**src/rtl/pwr_state_pkg.sv**
```systemverilog
// Package: state codes shared by the power state monitor and its checker.
// Assumes every domain state fits in a 2-bit code; 11 doubles as "no match"
// for domains that have no DMT state.
package pwr_state_pkg;
    localparam logic [1:0] PS_RUN   = 2'b00;
    localparam logic [1:0] PS_RET   = 2'b01;
    localparam logic [1:0] PS_SHD   = 2'b10;
    localparam logic [1:0] PS_DMT   = 2'b11;
    localparam logic [1:0] PS_NONE  = 2'b11;
endpackage

```
**src/rtl/pwr_leaf_decode.sv**
```systemverilog
// Module: decodes one CPU/SIMD pair from sampled supply and control bits.
// Assumes the inputs are already registered; purely combinational.
module pwr_leaf_decode
    import pwr_state_pkg::*;
(
    input  logic       simd_on,
    input  logic       simd_hold,
    input  logic       cpu_on,
    input  logic       ret_req,
    input  logic       iso_en,
    output logic [1:0] simd_st,
    output logic [1:0] cpu_st,
    output logic       cpu_ok,
    output logic       ret_over_live
);
    logic ctl_both;
    logic ctl_none;

    // Purpose: classify the retention and isolation controls.
    always_comb begin
        ctl_both = ret_req & iso_en;
        ctl_none = ~ret_req & ~iso_en;
    end

    // Purpose: SIMD state from supply and hold.
    always_comb begin
        if (simd_on)        simd_st = PS_RUN;
        else if (simd_hold) simd_st = PS_RET;
        else                simd_st = PS_SHD;
    end

    // Purpose: CPU state as a conjunction of own supply, controls and SIMD state.
    always_comb begin
        cpu_st = PS_NONE;
        cpu_ok = 1'b0;
        if (cpu_on && simd_st == PS_RUN && ctl_none) begin
            cpu_st = PS_RUN;
            cpu_ok = 1'b1;
        end else if (!cpu_on && simd_st == PS_SHD) begin
            cpu_st = PS_SHD;
            cpu_ok = 1'b1;
        end else if (!cpu_on && simd_st == PS_RET && ctl_both) begin
            cpu_st = PS_RET;
            cpu_ok = 1'b1;
        end
    end

    // Purpose: raw term for the forbidden retained-CPU-with-live-SIMD pattern.
    always_comb begin
        ret_over_live = ~cpu_on & ctl_both & simd_on;
    end
endmodule

```
**src/rtl/pwr_cluster_decode.sv**
```systemverilog
// Module: decodes L2 and cluster states from their supplies and the CPU states,
// and classifies the two kinds of violation. Purely combinational.
module pwr_cluster_decode
    import pwr_state_pkg::*;
#(
    parameter int NUM_CPU = 1
) (
    input  logic                   clu_on,
    input  logic                   l2_on,
    input  logic [2*NUM_CPU-1:0]   cpu_st,
    input  logic [NUM_CPU-1:0]     cpu_ok,
    input  logic [NUM_CPU-1:0]     ret_over_live,
    output logic [1:0]             l2_st,
    output logic [1:0]             clu_st,
    output logic                   clu_ok,
    output logic                   undef,
    output logic                   forbid
);
    logic [NUM_CPU-1:0] is_run;
    logic [NUM_CPU-1:0] is_shd;
    logic               all_run;
    logic               all_shd;

    // Purpose: per-CPU RUN and SHD flags, only for CPUs that matched.
    for (genvar i = 0; i < NUM_CPU; i++) begin : g_cls
        assign is_run[i] = cpu_ok[i] & (cpu_st[2*i +: 2] == PS_RUN);
        assign is_shd[i] = cpu_ok[i] & (cpu_st[2*i +: 2] == PS_SHD);
    end

    // Purpose: reduce the per-CPU flags.
    always_comb begin
        all_run = &is_run;
        all_shd = &is_shd;
    end

    // Purpose: L2 state from its supply.
    always_comb begin
        l2_st = l2_on ? PS_RUN : PS_SHD;
    end

    // Purpose: cluster state as a conjunction of supply, L2 and all CPUs.
    always_comb begin
        clu_st = PS_NONE;
        clu_ok = 1'b0;
        if (clu_on && l2_on && all_run) begin
            clu_st = PS_RUN;
            clu_ok = 1'b1;
        end else if (!clu_on && l2_on && all_shd) begin
            clu_st = PS_DMT;
            clu_ok = 1'b1;
        end else if (!clu_on && !l2_on && all_shd) begin
            clu_st = PS_SHD;
            clu_ok = 1'b1;
        end
    end

    // Purpose: violation classes.
    always_comb begin
        undef  = ~clu_ok | ~(&cpu_ok);
        forbid = clu_on & l2_on & (|ret_over_live);
    end
endmodule

```
**src/rtl/pwr_err_track.sv**
```systemverilog
// Module: sticky error and cause register. Set has priority over clear.
// Assumes undef/forbid are stable before the clock edge.
module pwr_err_track (
    input  logic       clk,
    input  logic       rst_n,
    input  logic       clr,
    input  logic       undef,
    input  logic       forbid,
    output logic       err,
    output logic [1:0] cause
);
    // Purpose: accumulate violation kinds until cleared.
    always_ff @(posedge clk) begin
        if (!rst_n) begin
            cause <= 2'b00;
        end else begin
            cause[0] <= undef  | (cause[0] & ~clr);
            cause[1] <= forbid | (cause[1] & ~clr);
        end
    end

    // Purpose: summary sticky flag.
    always_ff @(posedge clk) begin
        if (!rst_n) err <= 1'b0;
        else        err <= undef | forbid | (err & ~clr);
    end
endmodule

```
**src/rtl/pwr_state_monitor.sv**
```systemverilog
// Module: top of the cluster power state legality monitor. Samples all
// supply and control inputs, decodes every domain and tracks violations.
// Assumes inputs are synchronous to clk.
module pwr_state_monitor
    import pwr_state_pkg::*;
#(
    parameter int NUM_CPU = 1
) (
    input  logic                 clk,
    input  logic                 rst_n,
    input  logic                 clr_err,
    input  logic                 clu_pwr_on,
    input  logic                 l2_pwr_on,
    input  logic [NUM_CPU-1:0]   cpu_pwr_on,
    input  logic [NUM_CPU-1:0]   simd_pwr_on,
    input  logic [NUM_CPU-1:0]   simd_hold,
    input  logic [NUM_CPU-1:0]   cpu_ret_req,
    input  logic [NUM_CPU-1:0]   cpu_iso_en,
    output logic [2*NUM_CPU-1:0] simd_state,
    output logic [2*NUM_CPU-1:0] cpu_state,
    output logic [NUM_CPU-1:0]   cpu_known,
    output logic [1:0]           l2_state,
    output logic [1:0]           clu_state,
    output logic                 clu_known,
    output logic                 illegal,
    output logic                 err_sticky,
    output logic [1:0]           err_cause
);
    localparam int SW = 2 * NUM_CPU;

    logic               s_clu_on;
    logic               s_l2_on;
    logic [NUM_CPU-1:0] s_cpu_on;
    logic [NUM_CPU-1:0] s_simd_on;
    logic [NUM_CPU-1:0] s_hold;
    logic [NUM_CPU-1:0] s_rreq;
    logic [NUM_CPU-1:0] s_iso;
    logic [NUM_CPU-1:0] ret_live;
    logic [SW-1:0]      cpu_st_w;
    logic               undef_w;
    logic               forbid_w;

    // Purpose: sample every input once per cycle.
    always_ff @(posedge clk) begin
        if (!rst_n) begin
            s_clu_on  <= 1'b0;
            s_l2_on   <= 1'b0;
            s_cpu_on  <= '0;
            s_simd_on <= '0;
            s_hold    <= '0;
            s_rreq    <= '0;
            s_iso     <= '0;
        end else begin
            s_clu_on  <= clu_pwr_on;
            s_l2_on   <= l2_pwr_on;
            s_cpu_on  <= cpu_pwr_on;
            s_simd_on <= simd_pwr_on;
            s_hold    <= simd_hold;
            s_rreq    <= cpu_ret_req;
            s_iso     <= cpu_iso_en;
        end
    end

    for (genvar i = 0; i < NUM_CPU; i++) begin : g_leaf
        pwr_leaf_decode u_leaf (
            .simd_on       (s_simd_on[i]),
            .simd_hold     (s_hold[i]),
            .cpu_on        (s_cpu_on[i]),
            .ret_req       (s_rreq[i]),
            .iso_en        (s_iso[i]),
            .simd_st       (simd_state[2*i +: 2]),
            .cpu_st        (cpu_st_w[2*i +: 2]),
            .cpu_ok        (cpu_known[i]),
            .ret_over_live (ret_live[i])
        );
    end

    assign cpu_state = cpu_st_w;

    pwr_cluster_decode #(.NUM_CPU(NUM_CPU)) u_clu (
        .clu_on        (s_clu_on),
        .l2_on         (s_l2_on),
        .cpu_st        (cpu_st_w),
        .cpu_ok        (cpu_known),
        .ret_over_live (ret_live),
        .l2_st         (l2_state),
        .clu_st        (clu_state),
        .clu_ok        (clu_known),
        .undef         (undef_w),
        .forbid        (forbid_w)
    );

    // Purpose: combined illegal indication.
    always_comb begin
        illegal = undef_w | forbid_w;
    end

    pwr_err_track u_err (
        .clk    (clk),
        .rst_n  (rst_n),
        .clr    (clr_err),
        .undef  (undef_w),
        .forbid (forbid_w),
        .err    (err_sticky),
        .cause  (err_cause)
    );
endmodule

```
**config.mk**
```make
export PLATFORM = sky130hd
export DESIGN_NAME = pwr_state_monitor
export DESIGN_NICKNAME = d
export VERILOG_FILES = /design/src/rtl/pwr_state_pkg.sv /design/src/rtl/pwr_leaf_decode.sv /design/src/rtl/pwr_cluster_decode.sv /design/src/rtl/pwr_err_track.sv /design/src/rtl/pwr_state_monitor.sv
export SDC_FILE = /design/constraint.sdc
export NUM_CORES = 1
export LEC_CHECK = 0
export BUFFER_PORTS_ARGS = -buffer_cell sky130_fd_sc_hd__buf_2
export CAP_MARGIN = 25
export CORE_AREA = 4 4 41 43
export DETAILED_ROUTE_END_ITERATION = 10
export DIE_AREA = 0 0 45 47
export GPL_ROUTABILITY_DRIVEN = 1
export MAX_ROUTING_LAYER = met4
export PLACE_DENSITY = 0.7
export SETUP_SLACK_MARGIN = 0.1
export SYNTH_ARGS = -nofsm -noshare
export SYNTH_HDL_FRONTEND = slang
export SYNTH_SLANG_ARGS = --single-unit
```
**constraint.sdc**
```tcl
create_clock -name clk -period 1.22 [get_ports clk]
set_input_delay 0.244 -clock clk [delete_from_list [all_inputs] [get_ports clk]]
set_output_delay 0.244 -clock clk [all_outputs]
set_load 0.005 [all_outputs]
```
# Word-level counts from Yosys, hierarchy flattened

Cells that the tools add are included.

Mux-type cells: 15
Bitwise gates (word level): 22
Equality and inequality tests: 3
Reduce and logical (&&, ||, !) cells: 16

Operator list:

| operator             | count |
|---|---|
| $mux W2              | 7 |
| $and A1 B1 Y1        | 11 |
| $logic_and A1 B1 Y1  | 11 |
| $mux W1              | 8 |
| $not A1 Y1           | 6 |
| $or A1 B1 Y1         | 5 |
| $eq A2 B2 Y1 const B | 2 |
| $logic_not A2 Y1     | 2 |
| $logic_not A1 Y1     | 3 |
| $eq A2 B1 Y1 const B | 1 |

Input port bits: 10
Word-level logic and storage cells: 65
Output and inout port bits: 14
Register bits: 10

# Depth between registers and ports, before layout

Gate-level depths: netlist of the first run.

Word-level depth: 18
Depth in mapped cells: 3

# By module

Synthesis of the first run repeated with hierarchy kept, for this count alone.

Cells, all modules: 46
Area, all modules: 446.7 µm²

Modules (own cells, without submodules):

| module             | cells an instance | sequential area each (µm²) | times used | area each (µm²) |
|---|---|---|---|---|
| pwr_state_monitor  | 15                | 140.1                      | 1          | 190.2 |
| pwr_err_track      | 9                 | 60.1                       | 1          | 102.6 |
| pwr_leaf_decode    | 10                | 0.0                        | 1          | 82.6 |
| pwr_cluster_decode | 12                | 0.0                        | 1          | 71.3 |

# Worst setup path before layout of the first run

Ideal clock, no wire load.

Kind: register to output
Start: reg s_simd_on
End: out illegal
Cell stages (with the launch flop): 4
Arrival: 0.904 ns
Path buffers: 0
Required time: 0.976 ns
Setup slack: 0.072 ns
Cells stage by stage: dfxtp_1 nor4_1 a31o_4 inv_1

Longest elaborated chain between the ends: 16
Elaborated cells on any way between the ends: 31
Classes of those cells: 3 x eq/ne; 10 x mux; 8 x bitwise; 10 x reduce/logical

RTL lines:

| element                           | RTL line                 | source |
|---|---|---|
| start, declared                   | pwr_state_monitor.sv:34  | `logic [NUM_CPU-1:0] s_simd_on;` |
| start signal, assigned            | pwr_state_monitor.sv:57  | `s_simd_on <= simd_pwr_on;` |
| $mux W2 *                         | pwr_leaf_decode.sv:27    | `if (simd_on) simd_st = PS_RUN;` |
| $eq A2 B1 Y1                      | pwr_leaf_decode.sv:42    | `end else if (!cpu_on && simd_st == PS_RET && ctl_both) begin` |
| $logic_and A1 B1 Y1 (2 in series) | pwr_leaf_decode.sv:42    |  |
| $mux W2                           | pwr_leaf_decode.sv:42    |  |
| $mux W2                           | pwr_leaf_decode.sv:39    | `end else if (!cpu_on && simd_st == PS_SHD) begin` |
| $mux W2                           | pwr_leaf_decode.sv:36    | `if (cpu_on && simd_st == PS_RUN && ctl_none) begin` |
| $eq A2 B2 Y1                      | pwr_cluster_decode.sv:27 | `assign is_shd[i] = cpu_ok[i] & (cpu_st[2*i +: 2] == PS_SHD);` |
| $and A1 B1 Y1                     | pwr_cluster_decode.sv:27 |  |
| $logic_and A1 B1 Y1               | pwr_cluster_decode.sv:51 | `end else if (!clu_on && !l2_on && all_shd) begin` |
| $mux W1                           | pwr_cluster_decode.sv:51 |  |
| $mux W1                           | pwr_cluster_decode.sv:48 | `end else if (!clu_on && l2_on && all_shd) begin` |
| $mux W1 *                         | pwr_cluster_decode.sv:45 | `if (clu_on && l2_on && all_run) begin` |
| via clu_known                     | pwr_state_monitor.sv:24  | `output logic clu_known,` |
| $not A1 Y1 *                      | pwr_cluster_decode.sv:59 | `undef = ~clu_ok \| ~(&cpu_ok);` |
| $or A1 B1 Y1 *                    | pwr_cluster_decode.sv:59 |  |
| $or A1 B1 Y1 *                    | pwr_state_monitor.sv:95  | `illegal = undef_w \| forbid_w;` |
| end, declared                     | pwr_state_monitor.sv:25  | `output logic illegal,` |

Mark *: on every way through the listed nets, which the timed path passes. The rest lies on a longest branch.

# Worst setup path after layout of the first run

Start: reg s_rreq
End: out clu_state[0]

Longest elaborated chain between the ends: 11
Elaborated cells on any way between the ends: 21
Classes of those cells: 1 x eq/ne; 9 x mux; 5 x bitwise; 6 x reduce/logical

RTL lines:

| element                | RTL line                 | source |
|---|---|---|
| start, declared        | pwr_state_monitor.sv:36  | `logic [NUM_CPU-1:0] s_rreq;` |
| start signal, assigned | pwr_state_monitor.sv:59  | `s_rreq <= cpu_ret_req;` |
| $and A1 B1 Y1          | pwr_leaf_decode.sv:21    | `ctl_both = ret_req & iso_en;` |
| $logic_and A1 B1 Y1    | pwr_leaf_decode.sv:42    |  |
| $mux W2                | pwr_leaf_decode.sv:42    |  |
| $mux W2                | pwr_leaf_decode.sv:39    |  |
| $mux W2                | pwr_leaf_decode.sv:36    |  |
| $eq A2 B2 Y1           | pwr_cluster_decode.sv:27 |  |
| $and A1 B1 Y1          | pwr_cluster_decode.sv:27 |  |
| $logic_and A1 B1 Y1    | pwr_cluster_decode.sv:51 |  |
| $mux W1                | pwr_cluster_decode.sv:51 |  |
| $mux W1                | pwr_cluster_decode.sv:48 |  |
| $mux W2 *              | pwr_cluster_decode.sv:45 |  |
| end, declared          | pwr_state_monitor.sv:23  | `output logic [1:0] clu_state,` |

Every way passes the cells marked *; elsewhere a longest branch is shown, timed or not.

==> results.json, run 1 <==
{
  "crit_path_max_fanout": 4,
  "io_buffers": 22,
  "n_fill_cell": 138,
  "cap_viol_max_count": 0,
  "hold_start": "clu_pwr_on",
  "insertion_delay_ns": 0.26,
  "setup.worst_path.end": "clu_state[0]",
  "max_freq_mhz": 656.4,
  "setup_viol": 8,
  "ir_drop_mv": 0.7495,
  "seqPwrFrac_pct": 46.2,
  "clock-sinks": 10,
  "ant_nets": 0,
  "p_leak_nw": 0.3086,
  "die_height_um": 47,
  "clockPowerShare_pct": 37.4,
  "wirelength_um": 931,
  "combPwrFrac_pct": 16.4,
  "firstDrtPassIters": 3,
  "crit_path_start_kind": "register",
  "crit_path_end_kind": "primary output",
  "required_ns": 0.98,
  "dr_total_vias": 377,
  "rsz0062_at_grt": "yes",
  "yosysWarnings": 0,
  "die-area_sq_um": 2115,
  "syn-num-nets": 50,
  "path_clk_slew_ns": 0.07,
  "final_cell_area_sq_um": 673.1,
  "crit_type": "reg2out",
  "cts_tree": "built",
  "violations": "setup timing",
  "hp-class": "in2reg",
  "slew_viol_final": 0,
  "final_nets": 81,
  "dp.cells": 77,
  "p_sw_share_pct": 22.75,
  "dp_hpwl_um": 707.1,
  "grt_max_degree": 11,
  "dpl_cell_area_sq_um": 548.0,
  "antennaDiodeCount": 0,
  "numCtsBuffers": 3,
  "r2r_setup_slack_ns": 0.09,
  "ff2ff_path_depth": 4,
  "worst_slack_ns": -0.3034,
  "yosys-top-cells-area": "dfxtp_1 (49%), and2_1 (11%), nand2b_1 (6.1%), a21boi_2 (5.5%), a31o_4 (4.3%)",
  "htree_levels": 1,
  "layout.cells.most_common_list": "buf_2 (19), and2_1 (7), buf_6 (6)",
  "place.gp.congestion": 0.7713,
  "antenna_found_initial": 0,
  "netlist_area_sq_um": 411.6,
  "crit_path_start": "s_rreq",
  "initial_core_util_pct": 31.63,
  "ys_seq_area_share_pct": 48.63,
  "multi_input_area_sq_um": 224.0,
  "synth_cell_types": 18,
  "syn_avg_cell_area_sq_um": 10.29,
  "skew_ns": 0.008204,
  "drt-initial-drc-count": 3,
  "synth_cells": 40,
  "final_cells": 85,
  "grt_remaining_overflow": 0,
  "power_density_nw_per_um2": 1171,
  "area_growth_pct": 63.53,
  "die_width_um": 45,
  "p_sw_mw": 0.1793,
  "period_needed_ns": 1.523,
  "wl_per_cell_um": 10.95,
  "critPathArrivalTime_ns": 1.28,
  "layout_commonest_cell": "buf_2",
  "grt_pass1_vias": 381,
  "synth_top_area_share_pct": 48.63,
  "regArea_sq_um": 209.0,
  "grt_pass1_wl_mm": 1.490,
  "rows": 13,
  "viasPerCell": 4.435,
  "cts-root-buf": "clkbuf_4",
  "grt.total_usage_pct": 10.92,
  "fin_crit_sh_pct": 124.9,
  "timing.rr.start": "s_simd_on",
  "clk_path_buf_depth": 2,
  "finalHoldViolCount": 0,
  "drc": 0,
  "layout-drive-gt1-share_pct": 64.29,
  "ios": 24,
  "core_sq_um": 1301,
  "yosys.area.top_type": "dfxtp_1",
  "ys_seq_elements": 10,
  "r2r-end": "u_err.err",
  "outcome": "finished, violations left",
  "p_int_mw": 0.6087
}
## kinds of logic (layout without fill, tap and decap cells)
group,count (synthesis),in the layout,synth area share (%)
AOI/OAI and AO/OA,6,6,14.59
buffers and inverters,3,33,3.649
DFF,10,10,48.63
other,1,1,0.9110
and+or+nand+nor,20,20,32.22
## flip-flops by register name (all words and copies together), names as in the netlist
signal and flops:
s_iso 1, s_cpu_on 1, u_err.cause 2, s_clu_on 1
s_l2_on 1, s_rreq 1, u_err.err 1, s_simd_on 1
s_hold 1
## power by group through the flow
stage / combinational, mW / sequential [mW] / clock [mW]
5_1_grt: 0.144 / 0.367 / 0.314
3_3_place_gp: 0.0979 / 0.366 / 0
4_1_cts: 0.114 / 0.363 / 0.303
3_5_place_dp: 0.0996 / 0.368 / 0
6_report: 0.129 / 0.364 / 0.295
2_1_floorplan: 0.0512 / 0.365 / 0
## what timing repair did
action,CTS,global route
setup endpoints to repair,9,12
buffers inserted,3,2
pin swaps,3,5
gates resized for setup,6,11
endpoints found under the hold margin,0,0
hold buffers,0,0
gates cloned,0,0
## routing by layer
| layer | GRT usage, % | vias to the layer above | share of wire [%] |
|---|---|---|---|
| met3 | 3.448 | 2 | 6.8 |
| met5 | - | - | 0 |
| li1 | - | 191 | - |
| met4 | 10.53 | 0 | 1.8 |
| met2 | 16.95 | 11 | 58 |
| met1 | 10.65 | 173 | 33 |
## synth_stat cells
cell type	instances
nor3_1	1
and2b_2	1
nand2b_1	4
and2_1	7
a21boi_2	2
and4bb_4	1
nand3_1	1
nor2_1	2
inv_1	2
a31o_4	1
a21oi_1	1
dfxtp_1	10
nand4_1	1
a21boi_0	2
conb_1	1
and3b_1	1
nor4_1	1
buf_4	1
## worst min-delay path by stage
stage	to	cells past startpoint	slack (ns)
6_report	s_clu_on	2	0.18
4_1_cts	s_clu_on	2	0.17
3_5_place_dp	s_clu_on	2	0.45
5_1_grt	s_clu_on	2	0.17
2_1_floorplan	s_simd_on	1	0.37
3_3_place_gp	s_clu_on	2	0.45
## worst max-delay path, stage by stage (launching register included)
cell      delay, ns
dfxtp_2        0.32
and4bb_4       0.36
nand3_2        0.08
a21boi_1       0.13
buf_2          0.13
## layout make-up
cell class	count	share of cell area, %
inverter	2	1.115
clock buffer	4	5.390
tap	15	2.788
sequential	10	31.04
timing repair buffer	27	26.39
multi-input combinational	27	33.27
## per-stage QoR
step | power (mW) | hold WS, ns | TNS [ns] | utilization, % | worst slack, ns
finish | 0.7879 | 0.1795 | -1.767 | 51.73 | -0.3034
global route | 0.8244 | 0.1717 | -2.340 | 51.73 | -0.3821
CTS | 0.7809 | 0.1735 | -1.669 | 48.46 | -0.3054
detailed placement | 0.4672 | 0.4525 | -0.06208 | 42.12 | -0.03220
global placement | 0.4641 | 0.4452 | -0.02035 | 42.12 | -0.01170
floorplan | 0.4165 | 0.3656 | 0 | - | 0.1003
Note: power is estimated with default switching activity, not from simulation.
==> run 2, diff against run 1 <==
Settings changed: SKIP_CTS_REPAIR_TIMING set to 1.
Clock period 1.22 ns to 1.7 ns, I/O delays scaled along.
==> run 2 against run 1 <==
Effect of this change: the flow now finishes without violations; final area shrank 14%; largest cell class unchanged; clock power shrank 44%; flip-flop and latch count unchanged; clock skew is 0.0045 ns higher; highest routed layer unchanged; sequential share of layout area grew 4.4 points; final cell count decreased by 7.1%; total power decreased by 37%; setup slack improved by 0.39 ns; die area unchanged; combinational power down 46%; register-to-register slack improved by 0.62 ns.
==> results.json, run 2 (same netlist as run 1, synthesis figures left out) <==
{
  "pre_cts_slack_ns": 0.2551,
  "grt.total_usage_pct": 8.956,
  "area_growth_pct": 41.34,
  "wirelength_um": 907,
  "grt_pass1_wl_mm": 1.276,
  "drc": 0,
  "final_nets": 76,
  "outcome": "completed",
  "firstDrtPassIters": 4,
  "path_clk_slew_ns": 0.07,
  "crit_path_end_kind": "primary output",
  "cap_viol_max_count": 0,
  "max_freq_mhz": 618.0,
  "worst_slack_ns": 0.08190,
  "largest-register": "u_err.cause",
  "antennaDiodeCount": 0,
  "p_leak_nw": 0.2643,
  "dp.cells": 76,
  "critPathArrivalTime_ns": 1.28,
  "setup_viol": 0,
  "numCtsBuffers": 3,
  "finalHoldViolCount": 0,
  "die-area_sq_um": 2115,
  "cts-root-buf": "clkbuf_4",
  "power_density_nw_per_um2": 850.0,
  "power_mw": 0.4945,
  "initial_core_util_pct": 31.63,
  "crit_path_start_kind": "register",
  "grt_max_degree": 11,
  "crit_type": "reg2out",
  "fin_crit_sh_pct": 95.18,
  "ir_drop_mv": 0.4832,
  "layout.cells.most_common_list": "buf_2 (22), and2_1 (7), dfxtp_1 (7)",
  "period_needed_ns": 1.618,
  "place.gp.congestion": 0.7470,
  "io_buffers": 22,
  "setup_tns_ns": 0,
  "ios": 24,
  "grt_remaining_overflow": 0,
  "final_cells": 79,
  "wl_per_cell_um": 11.48,
  "clock-sinks": 10,
  "viasPerCell": 4.481,
  "skew_ns": 0.01270,
  "n_fill_cell": 126,
  "cts_tree": "built",
  "htree_levels": 1,
  "dp_hpwl_um": 645.3,
  "die_height_um": 47,
  "dpl_cell_area_sq_um": 533.0,
  "antenna_found_initial": 0,
  "layout_commonest_cell": "buf_2",
  "layout-drive-gt1-share_pct": 54.69,
  "largest_reg_flops": 2,
  "clk_path_buf_depth": 2,
  "ant_nets": 0,
  "die_width_um": 45,
  "hp-class": "in2reg",
  "rows": 13,
  "crit_path_max_fanout": 4,
  "final_cell_area_sq_um": 581.8,
  "required_ns": 1.36,
  "slew_viol_final": 0,
  "core_sq_um": 1301,
  "drt-initial-drc-count": 5,
  "grt_pass1_vias": 318,
  "insertion_delay_ns": 0.27,
  "rsz0062_at_grt": "yes",
  "dr_total_vias": 354
}
==> run 2: changes by cell type in the layout (fill, tap and decap cells not counted), sizes merged <==
cell	delta
buf	-5
clkbuf	-1
==> run 2: layout make-up <==
cell class,instances,area [sq um],share of cell area [%]
timing repair buffer,22,110.1,18.92
multi-input combinational,27,216.5,37.20
tap,15,18.77,3.226
sequential,10,206.4,35.48
clock buffer,3,22.52,3.871
inverter,2,7.507,1.290
==> run 2: worst max-delay path: stages (launching register included) <==
cell,delay (ns)
dfxtp_2,0.32
and4bb_4,0.36
nand3_2,0.08
a21boi_1,0.13
buf_2,0.13
==> run 2: worst paths after layout <==
check                         to           start  slack (ns)  cells after the start
setup / recovery    clu_state[0]           s_iso        0.08                      4
hold reg to reg   u_err.cause[1]  u_err.cause[1]        0.48                      2
setup reg to reg  u_err.cause[0]           s_iso        0.71                      3
hold / removal          s_clu_on      clu_pwr_on        0.26                      2
==> run 2: metrics by stage <==
| stage | util, % | hold WS, ns |
|---|---|---|
| 2_1_floorplan | - | 0.4617 |
| 3_3_place_gp | 40.96 | 0.4680 |
| 3_5_place_dp | 40.96 | 0.4753 |
| 4_1_cts | 42.69 | 0.2710 |
| 5_1_grt | 44.71 | 0.2752 |
| 6_report | 44.71 | 0.2650 |
==> run 2: per-layer routing <==
| layer | part of all wire [%] | global-route usage [%] |
|---|---|---|
| met1 | 45 | 11.14 |
| met2 | 43 | 12.15 |
| met3 | 9.9 | 2.299 |
| met4 | 2.8 | 7.018 |
| met5 | 0 | - |
==> run 2: power by group <==
group,switching (mW),internal (mW),leakage [nW]
Combinational,0.0279,0.0421,0.166
Clock,0.0820,0.0816,0.0138
Sequential,0.0135,0.247,0.0843
==> run 3, diff against run 2 <==
--- a/config.mk
+++ b/config.mk
@@ -6,12 +6,13 @@
 export NUM_CORES = 1
 export LEC_CHECK = 0
+export ABC_AREA = 1
 export BUFFER_PORTS_ARGS = -buffer_cell sky130_fd_sc_hd__buf_2
 export CAP_MARGIN = 25
-export CORE_AREA = 4 4 41 43
+export CORE_AREA = 2 2 39 41
 export DETAILED_ROUTE_END_ITERATION = 10
-export DIE_AREA = 0 0 45 47
+export DIE_AREA = 0 0 41 43
 export GPL_ROUTABILITY_DRIVEN = 1
 export MAX_ROUTING_LAYER = met4
-export PLACE_DENSITY = 0.7
+export PLACE_DENSITY = 0.72
 export SETUP_SLACK_MARGIN = 0.1
 export SKIP_CTS_REPAIR_TIMING = 1
==> constraint.sdc (replaced) <==
create_clock -name clk -period 1.7 [get_ports clk]
set_input_delay 0.255 -clock clk [delete_from_list [all_inputs] [get_ports clk]]
set_output_delay 0.255 -clock clk [all_outputs]
set_load 0.005 [all_outputs]
==> run 3 against run 2 <==
Effect of this change: first-iteration DRC count down 40%; non-clock buffer count is the same; critical path depth up 1; synthesized area is 6.1% higher; setup slack better by 0.17 ns; highest routed layer is now met3.
==> results.json, run 3 <==
{
  "topRoutingLayerUsed": "met3",
  "crit_path_end_kind": "primary output",
  "hold_start": "l2_pwr_on",
  "ys_seq_area_share_pct": 45.85,
  "cts-root-buf": "clkbuf_4",
  "required_ns": 1.44,
  "dp.cells": 96,
  "htree_levels": 1,
  "dr_total_vias": 394,
  "synth_common_cells": "inv_1 (17), nand2_1 (16), dfxtp_1 (10)",
  "syn-num-nets": 70,
  "r2r-end": "u_err.cause[0]",
  "hold_depth": 3,
  "crit_type": "reg2out",
  "die_width_um": 41,
  "final_cells": 100,
  "path_clk_slew_ns": 0.07,
  "fin_crit_sh_pct": 85.09,
  "numCtsBuffers": 3,
  "cp_slowest_cell": "dfxtp_1",
  "hp-class": "in2reg",
  "final_nets": 95,
  "final_cell_area_sq_um": 591.8,
  "ys_seq_elements": 10,
  "io_buffers": 22,
  "regArea_sq_um": 200.2,
  "wirelength_um": 768,
  "die-area_sq_um": 1763,
  "cpLargestDelayFamily": "flip-flops",
  "clk_path_buf_depth": 2,
  "cpPeakStageDelay_ns": 0.34,
  "synthArstFlopShare_pct": 0,
  "rows": 14,
  "max_freq_mhz": 691.3,
  "largest_reg_flops": 2,
  "cap_viol_max_count": 0,
  "drt-initial-drc-count": 3,
  "layout-drive-gt1-share_pct": 39.29,
  "synthFlopType": "dfxtp_1",
  "crit_path_max_fanout": 4,
  "cts_tree": "built",
  "setup_tns_ns": 0,
  "die_height_um": 43,
  "ir_drop_mv": 0.5399,
  "yosys-top-cells-area": "dfxtp_1 (46%), inv_1 (15%), nand2_1 (14%), a21boi_4 (4.3%), a21oi_1 (3.4%)",
  "layout_commonest_cell": "buf_2",
  "viasPerCell": 3.940,
  "largest-register": "u_err.cause",
  "firstDrtPassIters": 4,
  "route.met2.wl_um": 412,
  "holdPathEnd": "s_l2_on",
  "period_needed_ns": 1.447,
  "wl_met3_um": 50,
  "power_density_nw_per_um2": 910.4,
  "dp_hpwl_um": 632.6,
  "place.gp.congestion": 0.7057,
  "slew_viol_final": 0,
  "insertion_delay_ns": 0.26,
  "holdWs_ns": 0.1692,
  "syn_avg_cell_area_sq_um": 7.278,
  "grt.total_usage_pct": 11.57,
  "yosys.area.top_type": "dfxtp_1",
  "netlist_area_sq_um": 436.7,
  "initial_core_util_pct": 31.56,
  "multi_input_area_sq_um": 161.4,
  "synth.most_common_cell": "inv_1",
  "grt_pass1_wl_mm": 1.248,
  "n_fill_cell": 152,
  "setup_viol": 0,
  "area_growth_pct": 35.53,
  "crit_path_cell_trace": "nor2_2 -> nand3b_2 -> o21ai_1 -> inv_1 -> buf_2",
  "ff2ff_path_depth": 4,
  "synth_cells": 60,
  "dpl_cell_area_sq_um": 555.5,
  "core_sq_um": 1384,
  "synth_edf_count": 0,
  "met1_length_um": 305,
  "finalHoldViolCount": 0,
  "ios": 24,
  "p_leak_nw": 0.3708,
  "grt_remaining_overflow": 0,
  "antenna_found_initial": 0,
  "rsz0062_at_grt": "no",
  "layout.cells.most_common_list": "buf_2 (22), inv_1 (17), nand2_1 (16)",
  "outcome": "completed",
  "wl_per_cell_um": 7.680,
  "crit_buf_inv": 2,
  "grt_max_degree": 9,
  "timing.rr.start": "s_simd_on",
  "r2r_setup_slack_ns": 0.79,
  "ant_nets": 0,
  "antennaDiodeCount": 0,
  "drc": 0,
  "synth_cell_types": 15,
  "skew_ns": 0.003626,
  "critPathArrivalTime_ns": 1.19,
  "crit_path_start_kind": "register",
  "grt_pass1_vias": 328,
  "synth_top_area_share_pct": 45.85,
  "yosysWarnings": 0,
  "clock-sinks": 10
}
[run 3: final cells by class]
class | count | area share [%]
inverter | 17 | 10.78
sequential | 10 | 33.83
tap | 16 | 3.383
multi-input combinational | 31 | 27.27
timing repair buffer | 22 | 18.60
clock buffer | 4 | 6.131
[run 3: metal layers]
layer  vias to the layer above  global-route usage, %
li1                        217                      -
met1                       161                  11.07
met2                        16                  15.94
met3                         0                  4.712
met4                         0                  12.00
met5                         -                      -
[run 3: kinds of logic (layout without fill, tap and decap cells)]
kind of cell | Yosys count | in the layout | synth area share [%]
AOI/OAI and AO/OA | 5 | 5 | 8.881
buffers and inverters | 19 | 43 | 17.19
DFF | 10 | 10 | 45.84
other | 1 | 1 | 0.8588
and+or+nand+nor | 25 | 25 | 27.22
[run 3: worst max-delay path by stage]
stage          startpoint           end  cells past startpoint
2_1_floorplan   s_simd_on  clu_state[0]                      4
6_report        s_simd_on  clu_state[0]                      5
3_5_place_dp    s_simd_on  clu_state[0]                      5
3_3_place_gp    s_simd_on  clu_state[0]                      5
4_1_cts         s_simd_on  clu_state[0]                      5
5_1_grt         s_simd_on  clu_state[0]                      5
[run 3: power by group]
part | internal (mW) | switching [mW] | total, mW
Combinational | 0.0341 | 0.0365 | 0.0706
Sequential | 0.247 | 0.00757 | 0.255
Clock | 0.130 | 0.0833 | 0.213
[run 3: worst register-to-register path, stage by stage (launching register included)]
cell	delay, ns
dfxtp_1	0.34
nor2_2	0.18
nand3b_2	0.11
nand2_2	0.11
a21oi_1	0.07
[run 3: per-stage QoR]
stage	setup WS, ns	total power, mW	utilization [%]
after CTS	0.2428	0.5485	42.77
after floorplan	0.6909	0.3002	-
final	0.2535	0.5388	42.77
after global routing	0.1418	0.5719	42.77
after global placement	0.5657	0.3299	40.14
after detailed placement	0.5427	0.3320	40.14
